`src/rtl/frd_pkg.sv`:
```
package frd_pkg;

    typedef enum logic [1:0] {
        ST_IDLE  = 2'd0,
        ST_LEAD  = 2'd1,
        ST_SHIFT = 2'd2,
        ST_TRAIL = 2'd3
    } rd_state_e;

endpackage

```
`src/rtl/frd_edge_det.sv`:
```
// Synchronises an asynchronous active-low strobe and flags its falling edge.
module frd_edge_det #(
    parameter int STAGES = 2
) (
    input  logic clk,
    input  logic rst_n,
    input  logic async_n,
    output logic fall_pulse
);

    // pipe[0..STAGES-1] are synchroniser flops, pipe[STAGES] holds history
    logic [STAGES:0] pipe;

    always_ff @(posedge clk or negedge rst_n) begin
        if (!rst_n) begin
            pipe <= '1;
        end else begin
            pipe <= {pipe[STAGES-1:0], async_n};
        end
    end

    assign fall_pulse = pipe[STAGES] & ~pipe[STAGES-1];

endmodule

```
`src/rtl/frd_half_timer.sv`:
```
// Emits a tick every HALF_DIV clocks while run is high; restarts when run drops.
module frd_half_timer #(
    parameter int HALF_DIV = 2
) (
    input  logic clk,
    input  logic rst_n,
    input  logic run,
    output logic tick
);

    localparam int CW = (HALF_DIV > 1) ? $clog2(HALF_DIV) : 1;

    logic [CW-1:0] cnt;

    assign tick = run && (cnt == CW'(HALF_DIV - 1));

    always_ff @(posedge clk or negedge rst_n) begin
        if (!rst_n) begin
            cnt <= '0;
        end else if (!run || tick) begin
            cnt <= '0;
        end else begin
            cnt <= cnt + 1'b1;
        end
    end

endmodule

```
`src/rtl/frd_word_shifter.sv`:
```
// Collects bits MSB first and reports each full word.
module frd_word_shifter #(
    parameter int WORD_W = 24
) (
    input  logic              clk,
    input  logic              rst_n,
    input  logic              clear,
    input  logic              sample_en,
    input  logic              din,
    output logic              word_done,
    output logic [WORD_W-1:0] word_raw
);

    localparam int BCW = $clog2(WORD_W);

    logic [WORD_W-2:0] sh;
    logic [BCW-1:0]    bcnt;

    always_ff @(posedge clk or negedge rst_n) begin
        if (!rst_n) begin
            sh        <= '0;
            bcnt      <= '0;
            word_done <= 1'b0;
            word_raw  <= '0;
        end else begin
            word_done <= 1'b0;
            if (clear) begin
                bcnt <= '0;
            end else if (sample_en) begin
                sh <= {sh[WORD_W-3:0], din};
                if (bcnt == BCW'(WORD_W - 1)) begin
                    bcnt      <= '0;
                    word_done <= 1'b1;
                    word_raw  <= {sh, din};
                end else begin
                    bcnt <= bcnt + 1'b1;
                end
            end
        end
    end

endmodule

```
`src/rtl/cvt_frame_reader.sv`:
```
module cvt_frame_reader
    import frd_pkg::*;
#(
    parameter int N_CH        = 4,
    parameter int WORD_W      = 24,
    parameter int OUT_W       = 32,
    parameter int HALF_DIV    = 2,
    parameter int SYNC_STAGES = 2,
    localparam int IDX_W      = $clog2(N_CH + 1)
) (
    input  logic             clk,
    input  logic             rst_n,
    input  logic             drdy_n,
    input  logic             cs_per_xfer,
    input  logic             miso,
    output logic             sclk,
    output logic             cs_n,
    output logic             word_vld,
    output logic [IDX_W-1:0] word_idx,
    output logic [OUT_W-1:0] word_data,
    output logic             overrun
);

    localparam int N_WORDS    = N_CH + 1;
    localparam int TOTAL_BITS = WORD_W * N_WORDS;
    localparam int BIT_CW     = $clog2(TOTAL_BITS);
    localparam int PAD_W      = OUT_W - WORD_W;

    rd_state_e state_q, state_d;

    logic              drdy_fall;
    logic              tick;
    logic              sclk_q;
    logic              cs_n_q;
    logic [BIT_CW-1:0] bit_cnt;
    logic [IDX_W-1:0]  cur_idx;
    logic              word_done;
    logic [WORD_W-1:0] word_raw;
    logic [OUT_W-1:0]  word_ext;
    logic              vld_q;
    logic [IDX_W-1:0]  idx_q;
    logic [OUT_W-1:0]  data_q;
    logic              ovr_q;
    logic              start;
    logic              sample_en;
    logic              last_bit;

    frd_edge_det #(.STAGES(SYNC_STAGES)) u_edge (
        .clk        (clk),
        .rst_n      (rst_n),
        .async_n    (drdy_n),
        .fall_pulse (drdy_fall)
    );

    frd_half_timer #(.HALF_DIV(HALF_DIV)) u_timer (
        .clk   (clk),
        .rst_n (rst_n),
        .run   (state_q != ST_IDLE),
        .tick  (tick)
    );

    frd_word_shifter #(.WORD_W(WORD_W)) u_shift (
        .clk       (clk),
        .rst_n     (rst_n),
        .clear     (start),
        .sample_en (sample_en),
        .din       (miso),
        .word_done (word_done),
        .word_raw  (word_raw)
    );

    assign start     = (state_q == ST_IDLE) && drdy_fall;
    assign sample_en = (state_q == ST_SHIFT) && tick && sclk_q;
    assign last_bit  = (bit_cnt == BIT_CW'(TOTAL_BITS - 1));

    // Status word is zero-extended, channel samples are sign-extended
    always_comb begin
        if (cur_idx == '0) begin
            word_ext = {{PAD_W{1'b0}}, word_raw};
        end else begin
            word_ext = {{PAD_W{word_raw[WORD_W-1]}}, word_raw};
        end
    end

    // State register
    always_ff @(posedge clk or negedge rst_n) begin
        if (!rst_n) begin
            state_q <= ST_IDLE;
        end else begin
            state_q <= state_d;
        end
    end

    // Next-state logic
    always_comb begin
        state_d = state_q;
        unique case (state_q)
            ST_IDLE: begin
                if (drdy_fall) begin
                    state_d = cs_per_xfer ? ST_LEAD : ST_SHIFT;
                end
            end
            ST_LEAD: begin
                if (tick) state_d = ST_SHIFT;
            end
            ST_SHIFT: begin
                if (sample_en && last_bit) state_d = ST_TRAIL;
            end
            ST_TRAIL: begin
                if (tick) state_d = ST_IDLE;
            end
            default: state_d = ST_IDLE;
        endcase
    end

    // Registered outputs and datapath counters
    always_ff @(posedge clk or negedge rst_n) begin
        if (!rst_n) begin
            sclk_q  <= 1'b0;
            cs_n_q  <= 1'b1;
            bit_cnt <= '0;
            cur_idx <= '0;
            vld_q   <= 1'b0;
            idx_q   <= '0;
            data_q  <= '0;
            ovr_q   <= 1'b0;
        end else begin
            cs_n_q <= cs_per_xfer ? (state_d == ST_IDLE) : 1'b0;

            if (state_q == ST_SHIFT) begin
                if (tick) sclk_q <= ~sclk_q;
            end else begin
                sclk_q <= 1'b0;
            end

            if (start) begin
                bit_cnt <= '0;
                cur_idx <= '0;
            end else begin
                if (sample_en) bit_cnt <= bit_cnt + 1'b1;
                if (word_done) cur_idx <= cur_idx + 1'b1;
            end

            vld_q <= word_done;
            if (word_done) begin
                idx_q  <= cur_idx;
                data_q <= word_ext;
            end

            if (drdy_fall && (state_q != ST_IDLE)) ovr_q <= 1'b1;
        end
    end

    assign sclk      = sclk_q;
    assign cs_n      = cs_n_q;
    assign word_vld  = vld_q;
    assign word_idx  = idx_q;
    assign word_data = data_q;
    assign overrun   = ovr_q;

endmodule

```
`config.mk`:
```
export PLATFORM = sky130hd
export DESIGN_NAME = cvt_frame_reader
export DESIGN_NICKNAME = d
export VERILOG_FILES = /design/src/rtl/frd_pkg.sv /design/src/rtl/frd_edge_det.sv /design/src/rtl/frd_half_timer.sv /design/src/rtl/frd_word_shifter.sv /design/src/rtl/cvt_frame_reader.sv
export SDC_FILE = /design/constraint.sdc
export NUM_CORES = 1
export LEC_CHECK = 0
export ABC_AREA = 0
export BUFFER_PORTS_ARGS = -buffer_cell sky130_fd_sc_hd__clkbuf_2
export CORE_ASPECT_RATIO = 0.5
export CORE_UTILIZATION = 54
export CTS_BUF_LIST = sky130_fd_sc_hd__clkbuf_4 sky130_fd_sc_hd__clkbuf_8
export CTS_CLUSTER_SIZE = 10
export DETAILED_ROUTE_END_ITERATION = 8
export HOLD_SLACK_MARGIN = 0.02
export PLACE_DENSITY = 0.82
export SKIP_LAST_GASP = 1
export SLEW_MARGIN = 40
export SYNTH_ARGS = -nofsm -noshare
export SYNTH_HDL_FRONTEND = slang
export SYNTH_SLANG_ARGS = --single-unit
```
`constraint.sdc`:
```
create_clock -name clk -period 1.6 [get_ports clk]
set_input_delay 0.16 -clock clk [delete_from_list [all_inputs] [get_ports clk]]
set_output_delay 0.16 -clock clk [all_outputs]
set_load 0.005 [all_outputs]
```
==> impl_metrics.py <==
metrics = {
    "outcome": {
        "outcome": "complete, but fails checks",
        "violations": "DRC",
    },
    "global_routing": {
        "gr-total-overflow": 0,
        "gr-max-usage-layer": "met2",
        "grt_pass1_vias": 2683,
        "use_met2": 0.348,
        "antenna_found_initial": 0,
        "use_met3": 0.0782,
        "grt_max_degree": 51,
        "use_met1": 0.228,
        "grt_usage": 0.201,
        "grt_pass1_wl_um": 12000,
    },
    "setup_path": {
        "critPathArrivalTime_ps": 1840,
        "r2r_cells": 5,
        "cp-end-kind": "flip-flop",
        "critPathTopFamily": "flip-flops",
        "worstSetupPathType": "reg -> reg",
        "cp.depth": 5,
        "slowest_delay_ps": 400,
        "reg2reg_from": "u_shift.bcnt[1]",
        "rr_endpoint": "u_shift.word_raw[13]",
        "required_ps": 1850,
        "rrSetupSlack_ps": 10,
        "cpMaxStageDelayCell": "dfrtp_1",
        "worst-path-buf-inv": 1,
        "cp_max_fo": 25,
        "start_kind": "flip-flop",
        "crit_path_cell_trace": "ha_1, nand4b_1, nor2_4, buf_12, mux2_1",
    },
    "final_layout": {
        "final_layout_size_suffix_gt1_frac": 0.214,
        "num_antenna_cells": 0,
        "final_area_sq_mm": 0.00468,
        "area_growth_pct": 14.9,
        "finalNetCount": 383,
        "fill_cells": 506,
    },
    "power": {
        "ir_drop_mv": 0.770,
        "internal_power_mw": 3.90,
        "p_sw_frac": 0.267,
        "p_clk_frac": 0.313,
        "power_density_mw_per_mm2": 1140,
        "power_switching_mw": 1.42,
        "p_leak_nw": 2.52,
        "pwr-share-seq": 0.547,
        "power_frac_comb": 0.140,
        "finalPower_mw": 5.32,
    },
    "synth": {
        "yosys_warnings": 0,
        "synth_top_cell_area_share": 0.596,
        "synth_cell_type_count": 41,
        "ys.flop_type": "dfrtp_1",
        "synth_nets": 333,
        "seq_area_frac_synth": 0.622,
        "synth_cells": 324,
        "syn_area_sq_mm": 0.00407,
        "synth-seq-cells": 101,
        "syn_avg_cell_area_sq_um": 12.6,
        "synth-edff-count": 0,
        "synth_top_area_cell": "dfrtp_1",
        "synth_area_leaders": "dfrtp_1 (60%), mux2_1 (14%), nand2_1 (7.6%), dfstp_2 (2.6%), buf_4 (1.7%)",
        "ys_async_sr_fraction": 1.00,
    },
    "drt": {
        "wl_per_cell_um": 14.8,
        "postRouteAntennaNets": 0,
        "num_vias": 2511,
        "drc": 6,
        "drt_iter0_drc": 159,
        "wl_um": 6970,
        "drtPass1Iterations": 6,
        "viasPerCell": 5.34,
    },
    "worst_hold_path": {
        "hold_path_class": "in -> async",
    },
    "sta": {
        "whs_ps": 240,
        "worstMarginPinSlew_ps": 356,
        "max-slew-margin-rel": 0.763,
        "grt_setup_unrepaired": "true",
        "setup_violations": 0,
        "hold_violations": 0,
        "period_needed_ps": 1590,
        "finalClockSkew_ps": 10.4,
        "maxSlewViolCount": 0,
        "min_period_over_period": 0.991,
        "max_freq_ghz": 0.631,
    },
    "clocking": {
        "path_clk_slew_ps": 90,
        "clock_sinks": 101,
        "htreeDepth": 3,
        "clock-root-buffer": "clkbuf_8",
        "cts_tree": "yes",
        "cts_buffers": 9,
        "clkLatencyLatePin_ps": 370,
        "clockBufferDepth": 2,
    },
    "flow_run": {
        "maxCapViolCount": 0,
    },
    "die": {
        "core_region_area_sq_mm": 0.00699,
        "start_util": 0.582,
        "fp-row-count": 21,
        "die_y_um": 63.4,
        "die_w_um": 125,
        "io_pins": 44,
        "die_area_sq_mm": 0.00791,
    },
    "place": {
        "place_area_sq_mm": 0.00441,
        "numPortBuffers": 43,
        "gp_congestion": 0.794,
        "place_hpwl_um": 4600,
    },
}
## timing repair
action,4_1_cts,5_1_grt
hold buffers,4,0
endpoints found under the setup margin,24,25
endpoints found under the hold margin,30,0
pin swaps,0,0
gates resized for setup,0,2
setup buffers,1,0
## logic make-up after synthesis
| group | count (synthesis) | share of synthesized area |
|---|---|---|
| adders and majority gates | 4 | 0.0123 |
| muxes | 57 | 0.156 |
| DFF | 101 | 0.622 |
| buffers and inverters | 28 | 0.0369 |
| AOI/OAI and AO/OA | 20 | 0.0344 |
| and+or+nand+nor | 109 | 0.127 |
| xor gates and xnor gates | 5 | 0.0108 |
## cells in the mapped netlist, types with 2 or more instances
cell type  number
mux2i_1         5
dfstp_2         4
buf_4           9
nor2b_1         3
o31ai_1         2
nand4_1         2
o21ai_1         4
mux2_1         52
dfrtp_1        97
xor2_1          3
nand2_1        82
xnor2_1         2
buf_2           9
ha_1            4
a31oi_1         2
or4_1           2
a21oi_1         3
inv_1           5
nand3_1         5
clkbuf_1        5
nor2_1          4
## worst reg2reg max path: stages (launching register included)
cell,delay [ps]
dfrtp_1,400
ha_1,190
nand4b_1,190
nor2_4,150
buf_12,190
mux2_1,350
## registers in the layout, summed over array words and instances, names as in the netlist, 2 cells and up
signal and flops:
cur_idx 3, word_data 25, bit_cnt 7, u_shift.sh 23, word_idx 3, u_shift.word_raw 24
u_edge.pipe 3, state_q 2, u_shift.bcnt 5
## cells in the final DEF, fill, tap and decap left out, types with 2 or more instances in the layout
cell / instances
a21oi_1: 3
a31oi_1: 2
buf_12: 3
buf_4: 12
clkbuf_2: 42
clkbuf_8: 12
dfrtp_1: 97
dfstp_2: 4
dlygate4sd3_1: 4
ha_1: 4
inv_1: 5
mux2_1: 52
mux2i_1: 5
nand2_1: 82
nand3_1: 5
nand4_1: 2
nor2_1: 4
nor2b_1: 3
o21ai_1: 4
o31ai_1: 2
or4_1: 2
xnor2_1: 2
xor2_1: 3
## stage by stage
step                      utilization  setup slack (ps)  TNS [ps]  instances
final                           0.669              14.5         0        470
after global routing            0.669             -25.6      -310        470
after CTS                       0.668              26.9         0        470
after detailed placement        0.632             -22.3      -297        450
after global placement          0.632              92.2         0        450
after floorplan                     -             -5.05     -60.7        324
## how the worst max path moves through the flow
stage,from,end,slack (ps)
final,u_shift.bcnt[1],u_shift.word_raw[13],10
after global routing,u_shift.bcnt[1],u_shift.word_raw[19],-30
after CTS,state_q[1],u_shift.bcnt[4],30
after detailed placement,u_shift.bcnt[1],u_shift.word_raw[20],-20
after global placement,u_shift.bcnt[1],u_shift.word_raw[7],90
after floorplan,u_shift.bcnt[0],u_shift.word_raw[10],-5
## cell type report
class                           instances  area, sq um  area share
Timing Repair Buffer                   62          412      0.0880
Clock buffer                           12          165      0.0353
Clock inverter                          3         43.8     0.00936
Inverter                                5         18.8     0.00401
Sequential cell                       101         2530       0.541
Multi-Input combinational cell        195         1390       0.297
Tap cell                               92          115      0.0246
## per-layer routing
layer	vias up	part of all wire	wire length [um]
met1	1286	0.46	3190
li1	1186	-	-
met5	-	0	0
met2	31	0.50	3490
met3	8	0.033	229
met4	0	0.010	70
## power by group through the flow
stage	Combinational (mW)	Clock [mW]	Sequential, mW
2_1_floorplan	0.476	0	2.90
3_3_place_gp	0.689	0	2.93
3_5_place_dp	0.731	0	2.95
4_1_cts	0.745	1.71	2.90
5_1_grt	0.830	1.83	2.93
6_report	0.744	1.67	2.91
No activity file was read; power rests on OpenSTA's default activity.
